### config.mk
export PLATFORM = sky130hd
export DESIGN_NAME = pin_irq_ctrl
export DESIGN_NICKNAME = d
export VERILOG_FILES = /design/src/rtl/pin_irq_pkg.sv /design/src/rtl/pin_sync.sv /design/src/rtl/pin_deglitch.sv /design/src/rtl/pin_edge_latch.sv /design/src/rtl/pin_irq_regs.sv /design/src/rtl/pin_irq_ctrl.sv
export SDC_FILE = /design/constraint.sdc
export NUM_CORES = 1
export LEC_CHECK = 0
export ABC_AREA = 1
export BUFFER_PORTS_ARGS = -buffer_cell sky130_fd_sc_hd__buf_4
export CAP_MARGIN = 20
export CELL_PAD_IN_SITES_DETAIL_PLACEMENT = 0
export CELL_PAD_IN_SITES_GLOBAL_PLACEMENT = 1
export CORE_ASPECT_RATIO = 0.5
export CORE_UTILIZATION = 46
export CTS_CLUSTER_DIAMETER = 80
export CTS_CLUSTER_SIZE = 16
export DETAILED_ROUTE_END_ITERATION = 8
export HOLD_SLACK_MARGIN = 0.02
export PLACE_DENSITY_LB_ADDON = 0.1
export SETUP_SLACK_MARGIN = 0.02
export SYNTH_ARGS = -nofsm -noshare
export SYNTH_HDL_FRONTEND = slang
export SYNTH_SLANG_ARGS = --single-unit
### constraint.sdc
create_clock -name clk_i -period 1.6 [get_ports clk_i]
set_clock_uncertainty 0.1 [all_clocks]
set_input_delay 0.4 -clock clk_i [delete_from_list [all_inputs] [get_ports clk_i]]
set_output_delay 0.4 -clock clk_i [all_outputs]
set_load 0.01 [all_outputs]
### src/rtl/pin_irq_pkg.sv
package pin_irq_pkg;
  localparam int unsigned ADDR_W = 5;

  localparam logic [ADDR_W-1:0] OFF_IRQ_SET  = 5'h00;
  localparam logic [ADDR_W-1:0] OFF_IRQ_CLR  = 5'h04;
  localparam logic [ADDR_W-1:0] OFF_IRQ_MASK = 5'h08;
  localparam logic [ADDR_W-1:0] OFF_STATUS   = 5'h0C;
  localparam logic [ADDR_W-1:0] OFF_FLT_SET  = 5'h10;
  localparam logic [ADDR_W-1:0] OFF_FLT_CLR  = 5'h14;
  localparam logic [ADDR_W-1:0] OFF_FLT_STAT = 5'h18;

  typedef enum logic [2:0] {
    REG_NONE, REG_IRQ_SET, REG_IRQ_CLR, REG_IRQ_MASK,
    REG_STATUS, REG_FLT_SET, REG_FLT_CLR, REG_FLT_STAT
  } reg_sel_e;

  function automatic reg_sel_e decode_addr(input logic [ADDR_W-1:0] a);
    case (a)
      OFF_IRQ_SET:  return REG_IRQ_SET;
      OFF_IRQ_CLR:  return REG_IRQ_CLR;
      OFF_IRQ_MASK: return REG_IRQ_MASK;
      OFF_STATUS:   return REG_STATUS;
      OFF_FLT_SET:  return REG_FLT_SET;
      OFF_FLT_CLR:  return REG_FLT_CLR;
      OFF_FLT_STAT: return REG_FLT_STAT;
      default:      return REG_NONE;
    endcase
  endfunction
endpackage

### src/rtl/pin_sync.sv
module pin_sync #(
  parameter int unsigned W      = 32,
  parameter int unsigned STAGES = 2
) (
  input  logic         clk_i,
  input  logic         rst_ni,
  input  logic [W-1:0] d_i,
  output logic [W-1:0] q_o
);
  logic [W-1:0] stage_q [STAGES];

  for (genvar s = 0; s < STAGES; s++) begin : g_stage
    always_ff @(posedge clk_i or negedge rst_ni) begin
      if (!rst_ni) stage_q[s] <= '0;
      else if (s == 0) stage_q[s] <= d_i;
      else stage_q[s] <= stage_q[(s == 0) ? 0 : s-1];
    end
  end

  assign q_o = stage_q[STAGES-1];
endmodule

### src/rtl/pin_deglitch.sv
module pin_deglitch #(
  parameter int unsigned W = 32
) (
  input  logic         clk_i,
  input  logic         rst_ni,
  input  logic [W-1:0] lvl_i,
  input  logic [W-1:0] en_i,
  output logic [W-1:0] lvl_o
);
  logic [W-1:0] hist_q, out_q;

  for (genvar p = 0; p < W; p++) begin : g_pin
    always_ff @(posedge clk_i or negedge rst_ni) begin
      if (!rst_ni) begin
        hist_q[p] <= 1'b0;
        out_q[p]  <= 1'b0;
      end else begin
        hist_q[p] <= lvl_i[p];
        // filtered pins accept a level only once it matched the previous cycle
        if (!en_i[p] || (lvl_i[p] == hist_q[p])) out_q[p] <= lvl_i[p];
      end
    end
  end

  assign lvl_o = out_q;
endmodule

### src/rtl/pin_edge_latch.sv
module pin_edge_latch #(
  parameter int unsigned W     = 32,
  parameter int unsigned PRIME = 4
) (
  input  logic         clk_i,
  input  logic         rst_ni,
  input  logic [W-1:0] lvl_i,
  input  logic         clr_i,
  output logic [W-1:0] edge_o,
  output logic [W-1:0] pend_o
);
  localparam int unsigned CNT_W = $clog2(PRIME + 1);

  logic [CNT_W-1:0] prime_cnt_q;
  logic             primed;
  logic [W-1:0]     last_q, pend_q;

  assign primed = (prime_cnt_q == CNT_W'(PRIME));

  // hold off edges until the pipeline carries real pin levels
  always_ff @(posedge clk_i or negedge rst_ni) begin
    if (!rst_ni) prime_cnt_q <= '0;
    else if (!primed) prime_cnt_q <= prime_cnt_q + 1'b1;
  end

  always_ff @(posedge clk_i or negedge rst_ni) begin
    if (!rst_ni) last_q <= '0;
    else last_q <= lvl_i;
  end

  assign edge_o = primed ? (lvl_i ^ last_q) : '0;

  always_ff @(posedge clk_i or negedge rst_ni) begin
    if (!rst_ni) pend_q <= '0;
    else pend_q <= (pend_q & ~{W{clr_i}}) | edge_o;
  end

  assign pend_o = pend_q;
endmodule

### src/rtl/pin_irq_regs.sv
module pin_irq_regs
  import pin_irq_pkg::*;
#(
  parameter int unsigned W = 32
) (
  input  logic              clk_i,
  input  logic              rst_ni,
  input  logic              sel_i,
  input  logic              wr_i,
  input  logic [ADDR_W-1:0] addr_i,
  input  logic [W-1:0]      wdata_i,
  input  logic [W-1:0]      pend_i,
  output logic [W-1:0]      rdata_o,
  output logic [W-1:0]      mask_o,
  output logic [W-1:0]      flt_o,
  output logic              stat_rd_o
);
  reg_sel_e     rsel;
  logic         wr_en, rd_en;
  logic [W-1:0] mask_q, flt_q, rdata_q;

  assign rsel      = decode_addr(addr_i);
  assign wr_en     = sel_i & wr_i;
  assign rd_en     = sel_i & ~wr_i;
  assign stat_rd_o = rd_en && (rsel == REG_STATUS);

  always_ff @(posedge clk_i or negedge rst_ni) begin
    if (!rst_ni) begin
      mask_q <= '0;
      flt_q  <= '0;
    end else if (wr_en) begin
      case (rsel)
        REG_IRQ_SET: mask_q <= mask_q | wdata_i;
        REG_IRQ_CLR: mask_q <= mask_q & ~wdata_i;
        REG_FLT_SET: flt_q  <= flt_q | wdata_i;
        REG_FLT_CLR: flt_q  <= flt_q & ~wdata_i;
        default: ;
      endcase
    end
  end

  always_ff @(posedge clk_i or negedge rst_ni) begin
    if (!rst_ni) rdata_q <= '0;
    else if (rd_en) begin
      case (rsel)
        REG_IRQ_MASK: rdata_q <= mask_q;
        REG_STATUS:   rdata_q <= pend_i;
        REG_FLT_STAT: rdata_q <= flt_q;
        default:      rdata_q <= '0;
      endcase
    end
  end

  assign rdata_o = rdata_q;
  assign mask_o  = mask_q;
  assign flt_o   = flt_q;
endmodule

### src/rtl/pin_irq_ctrl.sv
module pin_irq_ctrl
  import pin_irq_pkg::*;
#(
  parameter int unsigned NUM_PINS    = 32,
  parameter int unsigned SYNC_STAGES = 2
) (
  input  logic                clk_i,
  input  logic                rst_ni,
  input  logic [NUM_PINS-1:0] pin_i,
  input  logic                sel_i,
  input  logic                wr_i,
  input  logic [ADDR_W-1:0]   addr_i,
  input  logic [NUM_PINS-1:0] wdata_i,
  output logic [NUM_PINS-1:0] rdata_o,
  output logic                irq_o
);
  localparam int unsigned PRIME = SYNC_STAGES + 2;

  logic [NUM_PINS-1:0] sync_lvl, filt_lvl, edge_v, pend_q, mask_q, flt_q;
  logic                stat_rd;

  pin_sync #(.W(NUM_PINS), .STAGES(SYNC_STAGES)) i_sync (
    .clk_i, .rst_ni, .d_i(pin_i), .q_o(sync_lvl)
  );

  pin_deglitch #(.W(NUM_PINS)) i_deglitch (
    .clk_i, .rst_ni, .lvl_i(sync_lvl), .en_i(flt_q), .lvl_o(filt_lvl)
  );

  pin_edge_latch #(.W(NUM_PINS), .PRIME(PRIME)) i_edge (
    .clk_i, .rst_ni, .lvl_i(filt_lvl), .clr_i(stat_rd),
    .edge_o(edge_v), .pend_o(pend_q)
  );

  pin_irq_regs #(.W(NUM_PINS)) i_regs (
    .clk_i, .rst_ni, .sel_i, .wr_i, .addr_i, .wdata_i,
    .pend_i(pend_q), .rdata_o, .mask_o(mask_q), .flt_o(flt_q),
    .stat_rd_o(stat_rd)
  );

  assign irq_o = |(pend_q & mask_q);
endmodule

### Word level (Yosys, flattened, before mapping)

Cells that the tools add are included.

* bits in registers: 291
* input bits: 73
* output and inout port bits: 33
* word-level logic and storage cells: 208

* add/sub/neg operators: 1
* equal/unequal tests: 46
* muxes and demuxes: 5
* bitwise operators: 13
* reduce and logical (&&, ||, !) cells: 71

Operators by type and width (number)
* $and A32 B32 Y32: 4
* $pmux W32 S2: 2
* $or A32 B32 Y32: 3
* $pmux W32 S3: 1
* $not A32 Y32: 2
* $eq A1 B1 Y1: 32
* $logic_not A1 Y1: 32
* $logic_or A1 B1 Y1: 32
* $mux W32: 1
* $reduce_or A32 Y1: 1
* $xor A32 B32 Y32: 1
* $pmux W3 S7: 1
* $eq A3 B3 Y1 const B: 5
* $eq A5 B5 Y1 const B: 3
* $eq A5 B4 Y1 const B: 2
* $eq A3 B2 Y1 const B: 2
* $eq A5 B3 Y1 const B: 1
* $logic_not A5 Y1: 1
* $reduce_and A2 Y1: 2
* $reduce_bool A2 Y1: 2
* $add A3 B1 Y3 const B: 1
* $eq A3 B1 Y1 const B: 1
* $and A1 B1 Y1: 2
* $logic_and A1 B1 Y1: 1
* $not A1 Y1: 1

### Logic depth before layout (Yosys ltp)

* depth after elaboration: 7
* gate-level depth with buffers: 9
* depth with buffers taken out: 7

### Modules after synthesis

From an unflattened synthesis, not the netlist that was laid out.

* cell total of the unflattened synthesis: 1476
* area total of the unflattened synthesis: 12714.7 um2

By module, submodules not included
* pin_irq_regs: times used 1, cells an instance 624, area an instance 4976.0 um2, sequential area each 2402.3 um2
* pin_edge_latch: times used 1, cells an instance 341, area an instance 2977.9 um2, sequential area each 1676.6 um2
* pin_deglitch: times used 1, cells an instance 352, area an instance 2682.6 um2, sequential area each 1601.5 um2
* pin_sync: times used 1, cells an instance 96, area an instance 1841.8 um2, sequential area each 1601.5 um2
* pin_irq_ctrl: times used 1, cells an instance 63, area an instance 236.5 um2, sequential area each 0.0 um2

### Worst setup path after synthesis

OpenSTA, ideal clock, no wires.

* path type: input -> register
* start: in addr_i[4]
* end: reg i_edge.pend_q[11], in the netlist i_edge.pend_o[11]
* setup time: 134 ps
* arrival: 1234 ps
* data required time: 1366 ps
* slack: 132 ps
* cell stages on the path: 6
* buffers on the path: 2
* cells stage by stage: buf_2 > nor2_2 > nand2_1 > clkbuf_1 > o21ai_0 > o21ai_0

* word-level cells in the longest chain between the ends: 7
* elaborated cells between the ends (all ways): 13
* those cells by class: eq/ne (7); mux (1); bitwise (3); reduce/logical (2)

Ends and longest elaborated chain
* start, declared: RTL line pin_irq_ctrl.sv:12 `input logic [ADDR_W-1:0] addr_i,`
* $eq A5 B5 Y1 (tied with other cells): RTL line pin_irq_pkg.sv:18 `case (a)`
* $pmux W3 S7 *: RTL line pin_irq_pkg.sv:18
* $eq A3 B3 Y1 *: RTL line pin_irq_regs.sv:25 `assign stat_rd_o = rd_en && (rsel == REG_STATUS);`
* $logic_and A1 B1 Y1 *: RTL line pin_irq_regs.sv:25
* $not A32 Y32 *: RTL line pin_edge_latch.sv:35 `else pend_q <= (pend_q & ~{W{clr_i}}) | edge_o;`
* $and A32 B32 Y32 *: RTL line pin_edge_latch.sv:35
* $or A32 B32 Y32 *: RTL line pin_edge_latch.sv:35
* end signal, assigned: RTL line pin_edge_latch.sv:35
* end, declared: RTL line pin_edge_latch.sv:16 `logic [W-1:0] last_q, pend_q;`

Mark *: on every way between the ends. The rest lies on a longest branch, timed or not.
A chain may end at the register's enable or synchronous reset.

### Final worst setup path

* start: reg i_edge.pend_q[10], in the netlist i_edge.pend_o[10]
* end: out irq_o

* word-level cells in the longest chain between the ends: 2

Ends and longest elaborated chain
* $and A32 B32 Y32: RTL line pin_irq_ctrl.sv:41 `assign irq_o = |(pend_q & mask_q);`
* $reduce_or A32 Y1: RTL line pin_irq_ctrl.sv:41
* end, declared: RTL line pin_irq_ctrl.sv:15 `output logic irq_o`

No other way between the ends.

==> impl_metrics.tcl <==
set metrics [dict create \
    status "complete, but fails checks" \
    violations "setup timing" \
    h-tree-depth 1 \
    place.gp.congestion 0.831 \
    synth.distinct_cells 21 \
    synthMostInstantiatedCell "dfrtp_1" \
    place_hpwl_um 19700 \
    setup_viol_count_final 1 \
    min_from "wdata_i[4]" \
    hold_depth 3 \
    cp_slowest_stage_delay_ns 0.39 \
    wl_per_cell_um 16.9 \
    clk_transition_reported_paths_ns 0.07 \
    reg2reg_from "i_edge.prime_cnt_q[0]" \
    synthTopCellsByCount "dfrtp_1 (291), nand2_1 (240), o21ai_0 (177)" \
    synth_top_area_share_pct 64.3 \
    cp.arrival_ns 1.64 \
    drt-total-wl_um 28900 \
    clock_latency_ns 0.52 \
    die-area_um2 25300 \
    final_cells 1711 \
    syn_to_final_growth_pct 28.1 \
    peakVddDrop_v 0.000764 \
    multiInputGateArea_um2 3510 \
    ys.warnings.count 0 \
    regArea_um2 7280 \
    ff2ff_setup_slack_ns 0.27 \
    overflow 0 \
    worst-path-buf-inv 2 \
    leakage_nw 6.93 \
    worstSetupPathType "flip-flop to primary output" \
    cts_buffers 22 \
    rsz0062_at_grt "true" \
    drt_iter0_markers 691 \
    io_pins 106 \
    fillers 2097 \
    slowest_stage "dfrtp_1" \
    timing.fmax_mhz 468 \
    required_ns 1.10 \
    die_w_um 224 \
    min_path_type "input pin to flip-flop" \
    syn-num-nets 1223 \
    ys_async_sr_fraction_pct 100 \
    grt_pass1_wl_um 46900 \
    clk_path_buf_depth 3 \
    vias_per_cell 5.22 \
    critPathMaxFanout 2 \
    cp-start-kind "flip-flop" \
    fin_ws_ns -0.535 \
    ys.flop_type "dfrtp_1" \
    syn_area_per_cell_um2 9.87 \
    layout-drive-gt1-share_pct 19.6 \
    synth_edf_count 0 \
    hold_viol_final 0 \
    final_util_pct 60.3 \
    io_buffers 105 \
    fin_crit_sh_pct 133 \
    synth_area_um2 11300 \
    antenna_found_initial 0 \
    ys_seq_elements 291 \
    antenna_left 0 \
    path_delay_family "simple AND/OR/NAND/NOR gates" \
    dr_total_vias 8929 \
    drc 0 \
    dp_cells 1633 \
    maxCapViolations 0 \
    first_pass_iters 7 \
    cts_tree "done" \
    syn_inst 1148 \
    grt.total_usage_pct 23.6 \
    relSlewSlack_pct 73.8 \
    nNetsFinal 1450 \
    path_cells "inv_2 -> o21ai_1 -> nor2_1 -> nand2_1 -> nor2_2 -> nand2_2 -> buf_6" \
    tightest_slew_ns 0.393 \
    die_h_um 113 \
    yosys.area.top_type "dfrtp_1" \
    start_util_pct 47.1 \
    grt_pass1_vias 8887 \
    cts_sinks 291 \
    grt_max_degree 51 \
    p_per_area_nw_per_um2 1100 \
    root_buffer "clkbuf_16" \
    finalCriticalPeriod_ns 2.14 \
    reg2reg_to "i_edge.pend_o[9]" \
    yosysSeqAreaShare_pct 64.3 \
    n_antenna_cell 0 \
    rows 40 \
    reg2reg_depth 5 \
    coreArea_um2 24100 \
    slew_viol_final 0 \
    crit_path_end_kind "primary output" \
    yosys-top-cells-area "dfrtp_1 (64%), nand2_1 (8.0%), o21ai_0 (7.8%), nand4_1 (6.0%), inv_1 (2.8%)" \
]
-- worst max-delay path by stage --
stage | slack [ns] | end | cells after the start | startpoint
3_3_place_gp | -0.10 | irq_o | 7 | flip-flop
6_report | -0.54 | irq_o | 7 | i_edge.pend_o[10]
5_1_grt | -0.59 | irq_o | 7 | i_edge.pend_o[24]
4_1_cts | -0.56 | irq_o | 7 | i_edge.pend_o[16]
3_5_place_dp | -0.10 | irq_o | 7 | flip-flop
2_1_floorplan | 0.13 | i_edge.pend_o[11] | 6 | addr_i[4]
-- worst register-to-register path: stages, from the launching register on --
cell	delay (ns)
dfrtp_1	0.39
inv_1	0.06
ha_1	0.20
nand2_1	0.12
buf_4	0.21
o21ai_0	0.12
-- metrics by stage --
stage | power [mW] | worst slack (ns) | instance area, µm² | hold slack, ns | TNS [ns]
floorplan | 9.73 | 0.132 | 11300 | 0.00441 | 0
global placement | 10.8 | -0.100 | 13300 | 0.197 | -0.104
detailed placement | 10.9 | -0.105 | 13300 | 0.194 | -0.771
CTS | 16.0 | -0.561 | 14300 | 0.0200 | -0.572
global route | 16.7 | -0.592 | 14500 | 0.0325 | -0.629
finish | 15.9 | -0.535 | 14500 | 0.0341 | -0.535
-- layout make-up --
| cell class | count | area share (%) |
|---|---|---|
| clock buffer | 23 | 3.97 |
| clock inverter | 1 | 0.112 |
| inverter | 88 | 2.28 |
| multi-input combinational | 710 | 24.2 |
| sequential | 291 | 50.2 |
| tap | 336 | 2.90 |
| timing repair buffer | 262 | 16.4 |
-- per-layer routing --
metal	routed length [µm]	global-route usage [%]	vias to the layer above	share of wire, %
met5	0	0.190	-	0
met4	705	6.03	0	2.4
met3	1430	3.74	47	4.9
met2	12700	36.3	237	44
met1	14100	35.3	4375	49
li1	-	-	4270	-
-- where the power goes --
| part | switching, mW | internal (mW) | leakage [nW] |
|---|---|---|---|
| registers | 0.545 | 8.14 | 3.34 |
| logic | 1.14 | 1.06 | 3.30 |
| clock network | 2.48 | 2.55 | 0.290 |
| total | 4.17 | 11.8 | 6.93 |
-- placed cells by master (no fill, tap or decap), types with 23 or more instances in the layout --
master / count
inv_1: 83
o21ai_0: 174
nand2_1: 237
buf_4: 183
clkbuf_16: 23
nand4_1: 109
nand3_1: 44
xnor2_1: 33
nor2_1: 77
dfrtp_1: 291
dlygate4sd3_1: 37
buf_6: 23
-- cell families after synthesis --
logic type	share of synthesized area (%)
AO/OA/AOI/OAI	8.65
XOR/XNOR	2.63
adder cells (fa/ha/maj)	0.221
buffers and inverters	5.16
flip-flops	64.3
AND/OR/NAND/NOR	19.1
-- repair_timing --
action / CTS / global route
resized for setup: 17 / 19
setup endpoints to repair: 9 / 27
buffers inserted: 3 / 14
hold buffers: 37 / 0
pin swaps: 9 / 8
endpoints found under the hold margin: 221 / 0
Power figures use the tool's default switching activity.
